[config.mk]
export PLATFORM = sky130hd
export DESIGN_NAME = fft_handshake_ctrl
export DESIGN_NICKNAME = d
export VERILOG_FILES = /design/src/rtl/fftc_pkg.sv /design/src/rtl/fftc_ctrl.sv /design/src/rtl/fftc_dpath.sv /design/src/rtl/fft_handshake_ctrl.sv
export SDC_FILE = /design/constraint.sdc
export NUM_CORES = 1
export LEC_CHECK = 0
export ABC_AREA = 1
export CORE_AREA = 5 5 69 71
export CTS_BUF_LIST = sky130_fd_sc_hd__clkbuf_4 sky130_fd_sc_hd__clkbuf_8
export DETAILED_ROUTE_END_ITERATION = 12
export DIE_AREA = 0 0 74 76
export PLACE_DENSITY = 0.74
export SLEW_MARGIN = 20
export SYNTH_ARGS = -nofsm -noshare
export SYNTH_HDL_FRONTEND = slang
export SYNTH_HIERARCHICAL = 1
export SYNTH_SLANG_ARGS = --single-unit
export TNS_END_PERCENT = 20
[constraint.sdc]
create_clock -name clk -period 2.43 [get_ports clk]
set_clock_uncertainty 0.1 [all_clocks]
set_input_delay 0.243 -clock clk [delete_from_list [all_inputs] [get_ports clk]]
set_output_delay 0.243 -clock clk [all_outputs]
set_load 0.01 [all_outputs]
[src/rtl/fftc_pkg.sv]
package fftc_pkg;

  typedef struct packed {
    logic takeBlock;
    logic beginUnload;
  } ctrl_strobe_t;

  // Per-pass shift amounts, packed {pass3, pass2, pass1}
  function automatic logic [5:0] shift_plan(input logic [2:0] code);
    logic [1:0] p1, p2, p3;
    case (code)
      3'd0:    begin p1 = 2'd0; p2 = 2'd0; p3 = 2'd0; end
      3'd1:    begin p1 = 2'd1; p2 = 2'd0; p3 = 2'd0; end
      3'd2:    begin p1 = 2'd1; p2 = 2'd1; p3 = 2'd0; end
      3'd3:    begin p1 = 2'd2; p2 = 2'd1; p3 = 2'd0; end
      3'd4:    begin p1 = 2'd2; p2 = 2'd1; p3 = 2'd1; end
      3'd5:    begin p1 = 2'd2; p2 = 2'd2; p3 = 2'd1; end
      3'd6:    begin p1 = 2'd3; p2 = 2'd2; p3 = 2'd1; end
      default: begin p1 = 2'd3; p2 = 2'd2; p3 = 2'd2; end
    endcase
    return {p3, p2, p1};
  endfunction

endpackage

[src/rtl/fftc_ctrl.sv]
module fftc_ctrl
  import fftc_pkg::*;
#(
  parameter int N            = 64,
  parameter int BLOCK_CYCLES = 7 * N,
  parameter int DONE_AT      = 433
) (
  input  logic                   clk,
  input  logic                   rstN,
  input  logic                   clr,
  input  logic                   inStart,
  input  logic                   outEnable,
  input  logic                   ovfIn,
  input  logic                   unloadActive,
  output logic                   loading,
  output logic                   busy,
  output logic                   done,
  output logic                   ovfFlag,
  output logic                   wrEn,
  output logic [$clog2(N)-1:0]   wrAddr,
  output ctrl_strobe_t           strobe
);

  localparam int AW    = $clog2(N);
  localparam int CNT_W = $clog2(BLOCK_CYCLES);
  localparam logic [CNT_W-1:0] LOAD_END = CNT_W'(N - 1);
  localparam logic [CNT_W-1:0] BUSY_END = CNT_W'(BLOCK_CYCLES - 1);
  localparam logic [CNT_W-1:0] DONE_CNT = CNT_W'(DONE_AT);

  logic [CNT_W-1:0] cycleCnt;
  logic takeBlock, beginUnload;

  assign takeBlock   = inStart & ~loading & ~busy & ~clr;
  assign beginUnload = done & outEnable & ~unloadActive & ~clr;

  assign strobe.takeBlock   = takeBlock;
  assign strobe.beginUnload = beginUnload;

  always_ff @(posedge clk or negedge rstN) begin
    if (!rstN) begin
      loading  <= 1'b0;
      busy     <= 1'b0;
      done     <= 1'b0;
      ovfFlag  <= 1'b0;
      cycleCnt <= '0;
    end else if (clr) begin
      loading  <= 1'b0;
      busy     <= 1'b0;
      done     <= 1'b0;
      ovfFlag  <= 1'b0;
      cycleCnt <= '0;
    end else begin
      if (takeBlock) begin
        loading  <= 1'b1;
        busy     <= 1'b1;
        cycleCnt <= CNT_W'(1);
      end else if (busy) begin
        cycleCnt <= cycleCnt + 1'b1;
        if (cycleCnt == LOAD_END) loading <= 1'b0;
        if (cycleCnt == BUSY_END) busy    <= 1'b0;
      end

      if (busy && cycleCnt == DONE_CNT) done <= 1'b1;
      else if (beginUnload)             done <= 1'b0;

      if (takeBlock)          ovfFlag <= 1'b0;
      else if (busy && ovfIn) ovfFlag <= 1'b1;
    end
  end

  assign wrEn   = takeBlock | loading;
  assign wrAddr = loading ? cycleCnt[AW-1:0] : '0;

  // loading is a sub-window of busy
  p_load_in_busy_r5: assert property (@(posedge clk) disable iff (!rstN)
    loading |-> busy);

  // a strobe during compute does not restart loading
  p_start_ignored_r6: assert property (@(posedge clk) disable iff (!rstN)
    (busy && !loading && inStart && !clr) |=> !loading);

  // accepted enable drops done
  p_done_clear_r7: assert property (@(posedge clk) disable iff (!rstN)
    (done && outEnable && !clr) |=> !done);

  // overflow flag only leaves on a start strobe or clear
  p_ovf_sticky_r10: assert property (@(posedge clk) disable iff (!rstN)
    (ovfFlag && !inStart && !clr) |=> ovfFlag);

  // natural write order while loading
  p_wr_order_r4: assert property (@(posedge clk) disable iff (!rstN)
    (loading && !clr) |=> (!loading || wrAddr == $past(wrAddr) + 1'b1));

endmodule

[src/rtl/fftc_dpath.sv]
module fftc_dpath
  import fftc_pkg::*;
#(
  parameter int N       = 64,
  parameter int OUT_LAT = 2
) (
  input  logic                   clk,
  input  logic                   rstN,
  input  logic                   clr,
  input  logic                   cfgInverseIn,
  input  logic [2:0]             cfgScaleIn,
  input  ctrl_strobe_t           strobe,
  output logic                   modeInverse,
  output logic [2:0]             scaleCode,
  output logic [5:0]             shiftPlan,
  output logic                   rdEn,
  output logic [$clog2(N)-1:0]   rdAddr,
  output logic                   unloadActive,
  output logic                   outStart,
  output logic                   outValid
);

  localparam int AW = $clog2(N);
  localparam logic [AW-1:0] RD_END = AW'(N - 1);

  logic           reading;
  logic [AW-1:0]  rdCnt;
  logic [OUT_LAT-1:0] validPipe, firstPipe;

  always_ff @(posedge clk or negedge rstN) begin
    if (!rstN) begin
      modeInverse <= 1'b0;
      scaleCode   <= 3'd7;
    end else if (clr) begin
      modeInverse <= cfgInverseIn;
      scaleCode   <= cfgScaleIn;
    end
  end

  assign shiftPlan = shift_plan(scaleCode);

  always_ff @(posedge clk or negedge rstN) begin
    if (!rstN) begin
      reading <= 1'b0;
      rdCnt   <= '0;
    end else if (clr) begin
      reading <= 1'b0;
      rdCnt   <= '0;
    end else if (strobe.beginUnload) begin
      reading <= 1'b1;
      rdCnt   <= '0;
    end else if (reading) begin
      if (rdCnt == RD_END) reading <= 1'b0;
      rdCnt <= rdCnt + 1'b1;
    end
  end

  assign rdEn         = reading;
  assign rdAddr       = rdCnt;
  assign unloadActive = reading;

  always_ff @(posedge clk or negedge rstN) begin
    if (!rstN) begin
      validPipe <= '0;
      firstPipe <= '0;
    end else if (clr) begin
      validPipe <= '0;
      firstPipe <= '0;
    end else begin
      validPipe <= OUT_LAT'({validPipe, reading});
      firstPipe <= OUT_LAT'({firstPipe, reading && rdCnt == '0});
    end
  end

  assign outValid = validPipe[OUT_LAT-1];
  assign outStart = firstPipe[OUT_LAT-1];

  // first-sample marker only on a valid sample
  p_first_valid_r9: assert property (@(posedge clk) disable iff (!rstN)
    outStart |-> outValid);

  // valid trails the read strobe by the output latency
  p_valid_lat_r9: assert property (@(posedge clk) disable iff (!rstN)
    (outValid && !$past(clr)) |-> $past(rdEn, OUT_LAT));

  // configuration moves only under clear
  p_cfg_hold_r2: assert property (@(posedge clk) disable iff (!rstN)
    !clr |=> ($stable(modeInverse) && $stable(scaleCode)));

endmodule

[src/rtl/fft_handshake_ctrl.sv]
module fft_handshake_ctrl
  import fftc_pkg::*;
#(
  parameter int N            = 64,
  parameter int BLOCK_CYCLES = 7 * N,
  parameter int DONE_AT      = 433,
  parameter int OUT_LAT      = 2
) (
  input  logic                 clk,
  input  logic                 rstN,
  input  logic                 clr,
  input  logic                 cfgInverseIn,
  input  logic [2:0]           cfgScaleIn,
  input  logic                 inStart,
  input  logic                 outEnable,
  input  logic                 ovfIn,
  output logic                 loading,
  output logic                 busy,
  output logic                 done,
  output logic                 wrEn,
  output logic [$clog2(N)-1:0] wrAddr,
  output logic                 rdEn,
  output logic [$clog2(N)-1:0] rdAddr,
  output logic                 outStart,
  output logic                 outValid,
  output logic                 ovfFlag,
  output logic                 modeInverse,
  output logic [2:0]           scaleCode,
  output logic [5:0]           shiftPlan
);

  ctrl_strobe_t strobe;
  logic unloadActive;

  fftc_ctrl #(.N(N), .BLOCK_CYCLES(BLOCK_CYCLES), .DONE_AT(DONE_AT)) u_ctrl (
    .clk(clk), .rstN(rstN), .clr(clr),
    .inStart(inStart), .outEnable(outEnable), .ovfIn(ovfIn),
    .unloadActive(unloadActive),
    .loading(loading), .busy(busy), .done(done), .ovfFlag(ovfFlag),
    .wrEn(wrEn), .wrAddr(wrAddr), .strobe(strobe)
  );

  fftc_dpath #(.N(N), .OUT_LAT(OUT_LAT)) u_dpath (
    .clk(clk), .rstN(rstN), .clr(clr),
    .cfgInverseIn(cfgInverseIn), .cfgScaleIn(cfgScaleIn), .strobe(strobe),
    .modeInverse(modeInverse), .scaleCode(scaleCode), .shiftPlan(shiftPlan),
    .rdEn(rdEn), .rdAddr(rdAddr), .unloadActive(unloadActive),
    .outStart(outStart), .outValid(outValid)
  );

endmodule

==> results.ini, run 1 <==
[timing]
tns_ns = 0
max_slew_margin = 0.643
worst_slew_pin_slew_ns = 0.532
fmax_mhz = 477
finalWorstSetupSlack_ns = 0.336
setup_viol = 0
hold_viol_final = 0
maxSlewViolCount = 0
rsz0062_at_grt = no
fin_crit_ns = 2.09
period_share = 0.862
whs_ns = 0.227

[finish]
n_antenna_cell = 0
final_cell_mix = nand2_1, clkdlybuf4s50_1, inv_1, dfrtp_1, nor2_1
multi_input_area_um2 = 659
n_fill_cell = 421
postLayoutCellArea_um2 = 2030
nets = 256
layout.area.seq_um2 = 704
final_common_cell = nand2_1
syn2layout_area_growth_pct = 31.8
drive_gt1_frac = 0.0871

[placement]
place_area_um2 = 1960
place.gp.congestion = 0.800
post-dp-hpwl_um = 2470
post-place-ws_ns = 0.424
place.port_buffers = 39

[clocking]
insertion_delay_ns = 0.28
cts_resized = 0
cts_tree = done
h-tree-depth = 1
clock_tree.buffer_depth = 2
numCtsBuffers = 3
post_cts_buffers = 0
clk_transition_reported_paths_ns = 0.10
clock-sinks = 28
cts_root_buffer = clkbuf_8
postCtsHoldBufs = 0

[power_and_ir_drop]
p_leak_uw = 0.000946
p_seq_frac = 0.483
fin_total_pwr_uw = 1060
p_clk_frac = 0.353
power.switching_uw = 267
ir_drop_mv = 0.247
pwr-share-comb = 0.164
switching_share = 0.252
p_int_uw = 793
power_density_nw_per_um2 = 522

[status]
status = completed

[floorplan]
rows = 24
core_um2 = 4170
die_w_um = 74
initial_utilization = 0.370
io_pins = 40
dieArea_um2 = 5620
die_height_um = 76

[global_route]
grt_max_degree = 29
grt_pass1_vias = 1245
grt_pass1_wl_um = 5500
track_usage = 0.121
antenna_found_initial = 0
overflow = 0

[critical_path]
reg2reg_slack_ns = 0.94
crit_buf_inv = 2
slowest_delay_ns = 0.53
path_class = reg2out
path_cells = inv_2, nand4_1, nand2_1, clkdlybuf4s50_1
required_ns = 2.09
r2r-start = u_dpath/rdEn
endpoint_kind = primary output
cp_top_family = buffers and inverters
reg2reg_depth = 4
cp_num_cells = 4
arrival_ns = 1.75
start_kind = flop
crit_slowest_cell = clkdlybuf4s50_1
r2r-end = u_dpath/rdAddr[0]
worst-path-max-fanout = 10

[route]
drcViolationCount = 0
drt_pass1_iterations = 4
vias = 1385
antenna_left = 0
drt_iter0_drc = 85
routed_wirelength_um = 3290
via_per_inst = 4.73
wire_per_inst_um = 11.2

[synthesis]
synth_area_um2 = 1540
synth_warnings = 6
avgSynthCellArea_um2 = 7.68
syn_nets = 215
syn_inst = 201

[run]
maxCapViolCount = 0

[min_path]
hold_class = in2async

-- power groups by stage --
stage	sequential [µW]	clock (µW)	combinational, µW
2_1_floorplan	518	0	82.1
3_3_place_gp	522	0	173
3_5_place_dp	522	0	176
4_1_cts	513	379	176
5_1_grt	517	393	193
6_report	512	374	174
-- how the worst max path moves through the flow --
stage,from,end
after floorplan,u_dpath/scaleCode[1],shiftPlan[0]
after global placement,clr,wrEn
after detailed placement,clr,wrEn
after CTS,u_ctrl/busy,wrEn
after global routing,u_ctrl/busy,wrEn
final,u_ctrl/busy,wrEn
-- layer usage --
metal | GRT usage | vias to the layer above | share of wire
li1 | - | 712 | -
met3 | 0.0132 | 2 | 0.068
met2 | 0.186 | 48 | 0.45
met1 | 0.172 | 623 | 0.47
met5 | 0 | - | 0
met4 | 0.0489 | 0 | 0.0079
-- state kept, by name (all words and copies together) (netlist names) --
register             flops
u_ctrl/cycleCnt          9
u_dpath/rdAddr           6
u_dpath/scaleCode        3
u_dpath/firstPipe        2
u_dpath/validPipe        2
u_ctrl/busy              1
u_ctrl/done              1
u_ctrl/loading           1
u_ctrl/ovfFlag           1
u_dpath/modeInverse      1
u_dpath/rdEn             1
-- through the flow --
step                 util  cells
CTS                 0.487    293
global placement    0.470    289
floorplan               -    201
global route        0.487    293
detailed placement  0.470    289
finish              0.487    293
-- cell type report --
type                    instances  share of cell area
clock buffers                   3              0.0203
clock inverters                 1              0.0148
inverters                      34              0.0628
multi-input cells             134               0.324
flip-flops and latches         28               0.346
well taps                      52              0.0320
repair buffers                 41               0.199
(Power assumes the default switching activity.)
==> run 2, diff against run 1 <==
Settings changed: CORE_AREA 5 5 69 71 to 2 2 66 68, DIE_AREA 0 0 74 76 to 0 0 68 70.
==> results.ini, run 2 (synthesis gave the netlist of run 1 again) <==
[critical_path]
arrival_ns = 1.77  ; +0.02 ns
worst-path-max-fanout = 10  ; unchanged
start_kind = flop
path_class = reg2out
endpoint_kind = primary output
required_ns = 2.09  ; about the same

[power_and_ir_drop]
p_int_uw = 794  ; +0.11%
pwr-share-comb = 0.167  ; +0.003
p_leak_uw = 0.000951  ; +0.51%
power_density_nw_per_um2 = 518  ; -0.72%
p_clk_frac = 0.347  ; -0.006
p_seq_frac = 0.486  ; +0.003
switching_share = 0.249  ; -0.00350
ir_drop_mv = 0.202  ; -18%
power.switching_uw = 263  ; -1.7%

[global_route]
track_usage = 0.155  ; +0.0335
busiest_layer = met2
overflow = 0  ; unchanged
antenna_found_initial = 0  ; unchanged
grt_pass1_wl_um = 5710  ; +3.8%
use_met2 = 0.248  ; +0.0619
grt_pass1_vias = 1338  ; +7.5%
grt_max_degree = 17  ; -41%
grtUsageMet1 = 0.203  ; +0.0303
use_met3 = 0.0242  ; +0.0110

[timing]
setup_viol = 0  ; unchanged
tns_ns = 0  ; unchanged
fin_crit_ns = 2.11  ; +0.0207 ns
hold_viol_final = 0  ; unchanged
period_share = 0.870  ; +0.00852
max_slew_margin = 0.594  ; -0.0486
fmax_mhz = 473  ; -0.98%
maxSlewViolCount = 0  ; unchanged
rsz0062_at_grt = no
worst_slew_pin_slew_ns = 0.607  ; +0.0751 ns

[clocking]
clock-sinks = 28  ; unchanged
clk_transition_reported_paths_ns = 0.09  ; about the same
h-tree-depth = 1  ; unchanged
cts_tree = done
numCtsBuffers = 3  ; unchanged
clock_tree.buffer_depth = 2  ; unchanged
post_cts_buffers = 0  ; unchanged
insertion_delay_ns = 0.27  ; about the same
cts_resized = 0  ; unchanged
postCtsHoldBufs = 0  ; unchanged
cts_root_buffer = clkbuf_8

[finish]
drive_gt1_frac = 0.0909  ; +0.00377
final_cell_mix = nand2_1, clkdlybuf4s50_1, inv_1, dfrtp_1, nor2_1
largest_register_ffs = 9  ; unchanged
top_register = u_ctrl/cycleCnt
postLayoutCellArea_um2 = 2040  ; +0.37%
syn2layout_area_growth_pct = 32.3
n_antenna_cell = 0  ; unchanged
final_common_cell = nand2_1
nets = 257  ; +0.39%

[placement]
place_area_um2 = 1970  ; +0.38%
place.port_buffers = 39  ; unchanged
place.gp.congestion = 0.838  ; +4.7%
post-dp-hpwl_um = 2570  ; +4.3%

[floorplan]
die_height_um = 70  ; -7.9%
core_um2 = 4140  ; -0.72%
dieArea_um2 = 4760  ; -15%
die_w_um = 68  ; -8.1%
initial_utilization = 0.372  ; +0.00268
io_pins = 40  ; unchanged
rows = 24  ; unchanged

[route]
routed_wirelength_um = 3330  ; +1.4%
wire_per_inst_um = 11.3  ; +1.1%
via_per_inst = 4.85  ; +2.5%
drcViolationCount = 0  ; unchanged
antenna_left = 0  ; unchanged
vias = 1425  ; +2.9%
drt_pass1_iterations = 5  ; +1
drt_iter0_drc = 89  ; +4.7%

[status]
status = completed

[min_path]
hold_class = in2async

[run]
maxCapViolCount = 0  ; unchanged

[run 2: cell count changes in the layout (fill, tap and decap cells not counted)]
cell,before,now
buf_4,2,3
[run 2: area by class of cell]
cell class,instances,area [µm²]
Timing Repair Buffer,42,413
Inverter,34,128
Tap cell,52,65.1
Clock inverter,1,30.0
Clock buffer,3,41.3
Multi-Input combinational cell,134,659
Fill cell,408,2100
Sequential cell,28,704
[run 2: per-layer routing]
layer / share of wire / wire length (µm)
met5: 0 / 0
met4: 0.015 / 51
met3: 0.060 / 200
met2: 0.47 / 1580
met1: 0.45 / 1500
[run 2: power by group through the flow]
| stage | Clock [µW] | Combinational (µW) | Sequential (µW) |
|---|---|---|---|
| after floorplan | 0 | 82.1 | 518 |
| after global placement | 0 | 174 | 523 |
| after detailed placement | 0 | 177 | 524 |
| after global routing | 404 | 197 | 518 |
| after CTS | 379 | 179 | 514 |
| final | 367 | 176 | 514 |
[run 2: final timing paths]
kind                                 startpoint              endpoint  slack [ns]  depth (start not counted)
min                                        rstN    u_ctrl/cycleCnt[4]        0.24                          1
max                                 u_ctrl/busy                  wrEn        0.32                          4
max reg2reg                        u_dpath/rdEn     u_dpath/rdAddr[1]        0.93                          4
max in group asynchronous                  rstN    u_ctrl/cycleCnt[8]        1.35                          2
min in group clk           u_dpath/validPipe[0]  u_dpath/validPipe[1]        0.37                          2
min reg2reg                u_dpath/validPipe[0]  u_dpath/validPipe[1]        0.37                          2
[run 2: through the flow]
| stage | hold WS (ns) | total power, µW | utilization | worst slack [ns] | cells |
|---|---|---|---|---|---|
| after floorplan | -0.153 | 600 | - | 0.949 | 201 |
| after global placement | 0.350 | 697 | 0.475 | 0.512 | 290 |
| after detailed placement | 0.347 | 700 | 0.475 | 0.498 | 290 |
| after CTS | 0.256 | 1070 | 0.492 | 0.305 | 294 |
| after global routing | 0.285 | 1120 | 0.492 | 0.183 | 294 |
| final | 0.244 | 1060 | 0.492 | 0.315 | 294 |
[run 2: worst max-delay path, cell delays in order (launching register included)]
cell             delay (ns)
dfrtp_1                0.52
inv_2                  0.17
nand4_1                0.18
nand2_1                0.10
clkdlybuf4s50_1        0.53
==> run 3, diff against run 2 <==
Settings changed: HOLD_SLACK_MARGIN from default to 0.06, PLACE_DENSITY 0.74 to 0.64, SKIP_CTS_REPAIR_TIMING from default to 1.
==> results.ini, run 3 (synthesis gave the netlist of run 1 again) <==
[status]
status = completed

[timing]
maxSlewViolCount = 0  ; unchanged
max_slew_margin = 0.628  ; +0.0338
worst_slew_pin_slew_ns = 0.554  ; -0.0530 ns
tns_ns = 0  ; unchanged
hold_viol_final = 0  ; unchanged
fmax_mhz = 471  ; -0.49%
rsz0062_at_grt = no
whs_ns = 0.229  ; -0.0148 ns
period_share = 0.875  ; +0.00425
fin_crit_ns = 2.13  ; +0.0103 ns
setup_viol = 0  ; unchanged

[power_and_ir_drop]
p_leak_uw = 0.000937  ; -1.5%
ir_drop_mv = 0.159  ; -21%
power_density_nw_per_um2 = 475  ; -8.3%

[route]
via_per_inst = 4.65  ; -4.2%
antenna_left = 0  ; unchanged
drt_pass1_iterations = 4  ; -1
drt_iter0_drc = 76  ; -15%
wire_per_inst_um = 10.9  ; -3.5%
drcViolationCount = 0  ; unchanged
routed_wirelength_um = 3210  ; -3.9%
vias = 1361  ; -4.5%

[finish]
final_cells = 293  ; -0.34%
final_common_cell = nand2_1
postLayoutCellArea_um2 = 2010  ; -1.5%
drive_gt1_frac = 0.0871  ; -0.00377
n_fill_cell = 433  ; +6.1%
syn2layout_area_growth_pct = 30.3
final_cell_mix = nand2_1, clkdlybuf4s50_1, inv_1, dfrtp_1, nor2_1
nets = 256  ; -0.39%
largest_register_ffs = 9  ; unchanged
n_antenna_cell = 0  ; unchanged
top_register = u_ctrl/cycleCnt

[placement]
dp.cells = 289  ; -0.34%
place_area_um2 = 1960  ; -0.38%
place.gp.congestion = 0.846  ; +1.0%
post-dp-hpwl_um = 2420  ; -6.0%
place.port_buffers = 39  ; unchanged

[clocking]
clock_tree.buffer_depth = 2  ; unchanged
insertion_delay_ns = 0.27  ; about the same
cts_root_buffer = clkbuf_8
clk_transition_reported_paths_ns = 0.10  ; about the same
numCtsBuffers = 3  ; unchanged
clock-sinks = 28  ; unchanged
cts_tree = done
h-tree-depth = 1  ; unchanged

[floorplan]
core_um2 = 4140  ; unchanged
die_height_um = 70  ; unchanged
io_pins = 40  ; unchanged
die_w_um = 68  ; unchanged
dieArea_um2 = 4760  ; unchanged
initial_utilization = 0.372  ; unchanged
rows = 24  ; unchanged

[global_route]
overflow = 0  ; unchanged
grt_pass1_vias = 1188  ; -11%
track_usage = 0.141  ; -0.0139
grt_max_degree = 29  ; +12
grt_pass1_wl_um = 5280  ; -7.5%
antenna_found_initial = 0  ; unchanged

[critical_path]
reg2reg_slack_ns = 0.92  ; about the same
slowest_delay_ns = 0.53  ; about the same
crit_buf_inv = 2  ; unchanged
crit_slowest_cell = clkdlybuf4s50_1
required_ns = 2.09  ; about the same
path_class = reg2out
arrival_ns = 1.78  ; about the same
worst-path-max-fanout = 10  ; unchanged
endpoint_kind = primary output
start_kind = flop
cp_top_family = buffers and inverters
path_cells = inv_2, nand4_1, nand2_1, clkdlybuf4s50_1

[min_path]
hold_class = in2async

[run]
maxCapViolCount = 0  ; unchanged

run 3: changes by cell type in the layout (fill, tap and decap cells not counted), sizes merged:
cell and delta:
buf -1, bufinv -1, clkbuf +1
run 3: per-stage QoR:
step | setup WS (ns) | utilization | power (µW)
floorplan | 0.949 | - | 600
global placement | 0.437 | 0.473 | 696
detailed placement | 0.435 | 0.473 | 697
CTS | 0.298 | 0.485 | 967
global route | 0.225 | 0.485 | 1000
finish | 0.305 | 0.485 | 955
run 3: worst register-to-register path, cell delays in order, from the launching register on:
cell     delay (ns)
dfrtp_1        0.49
nor3_1         0.51
nor2_2         0.13
nand3_1        0.13
o21ai_2        0.05
run 3: final cells by class:
class	instances	area (µm²)	area share
clock buffers	4	48.8	0.0243
inverters	34	128	0.0635
multi-input cells	134	659	0.328
flip-flops and latches	28	704	0.350
repair buffers	41	405	0.202
well taps	52	65.1	0.0324
run 3: path summary, 6_finish.rpt:
check                                startpoint                   end  cells past startpoint
max reg2reg                        u_dpath/rdEn     u_dpath/rdAddr[4]                      4
max in group asynchronous                  rstN  u_dpath/scaleCode[2]                      2
min reg2reg                u_dpath/firstPipe[0]  u_dpath/firstPipe[1]                      2
min in group clk           u_dpath/firstPipe[0]  u_dpath/firstPipe[1]                      2
max                                 u_ctrl/busy                  wrEn                      4
min                                        rstN    u_ctrl/cycleCnt[4]                      2
run 3: where the power goes:
group          internal [µW]  switching (µW)
Clock                    129             141
Sequential               486            27.4
Combinational           86.6            85.8
run 3: routing by layer:
layer / routed length (µm) / vias up / global-route usage
li1: - / 713 / -
met3: 169 / 4 / 0.0145
met1: 1620 / 607 / 0.212
met4: 29 / 0 / 0.0400
met2: 1390 / 37 / 0.214
met5: 0 / - / 0
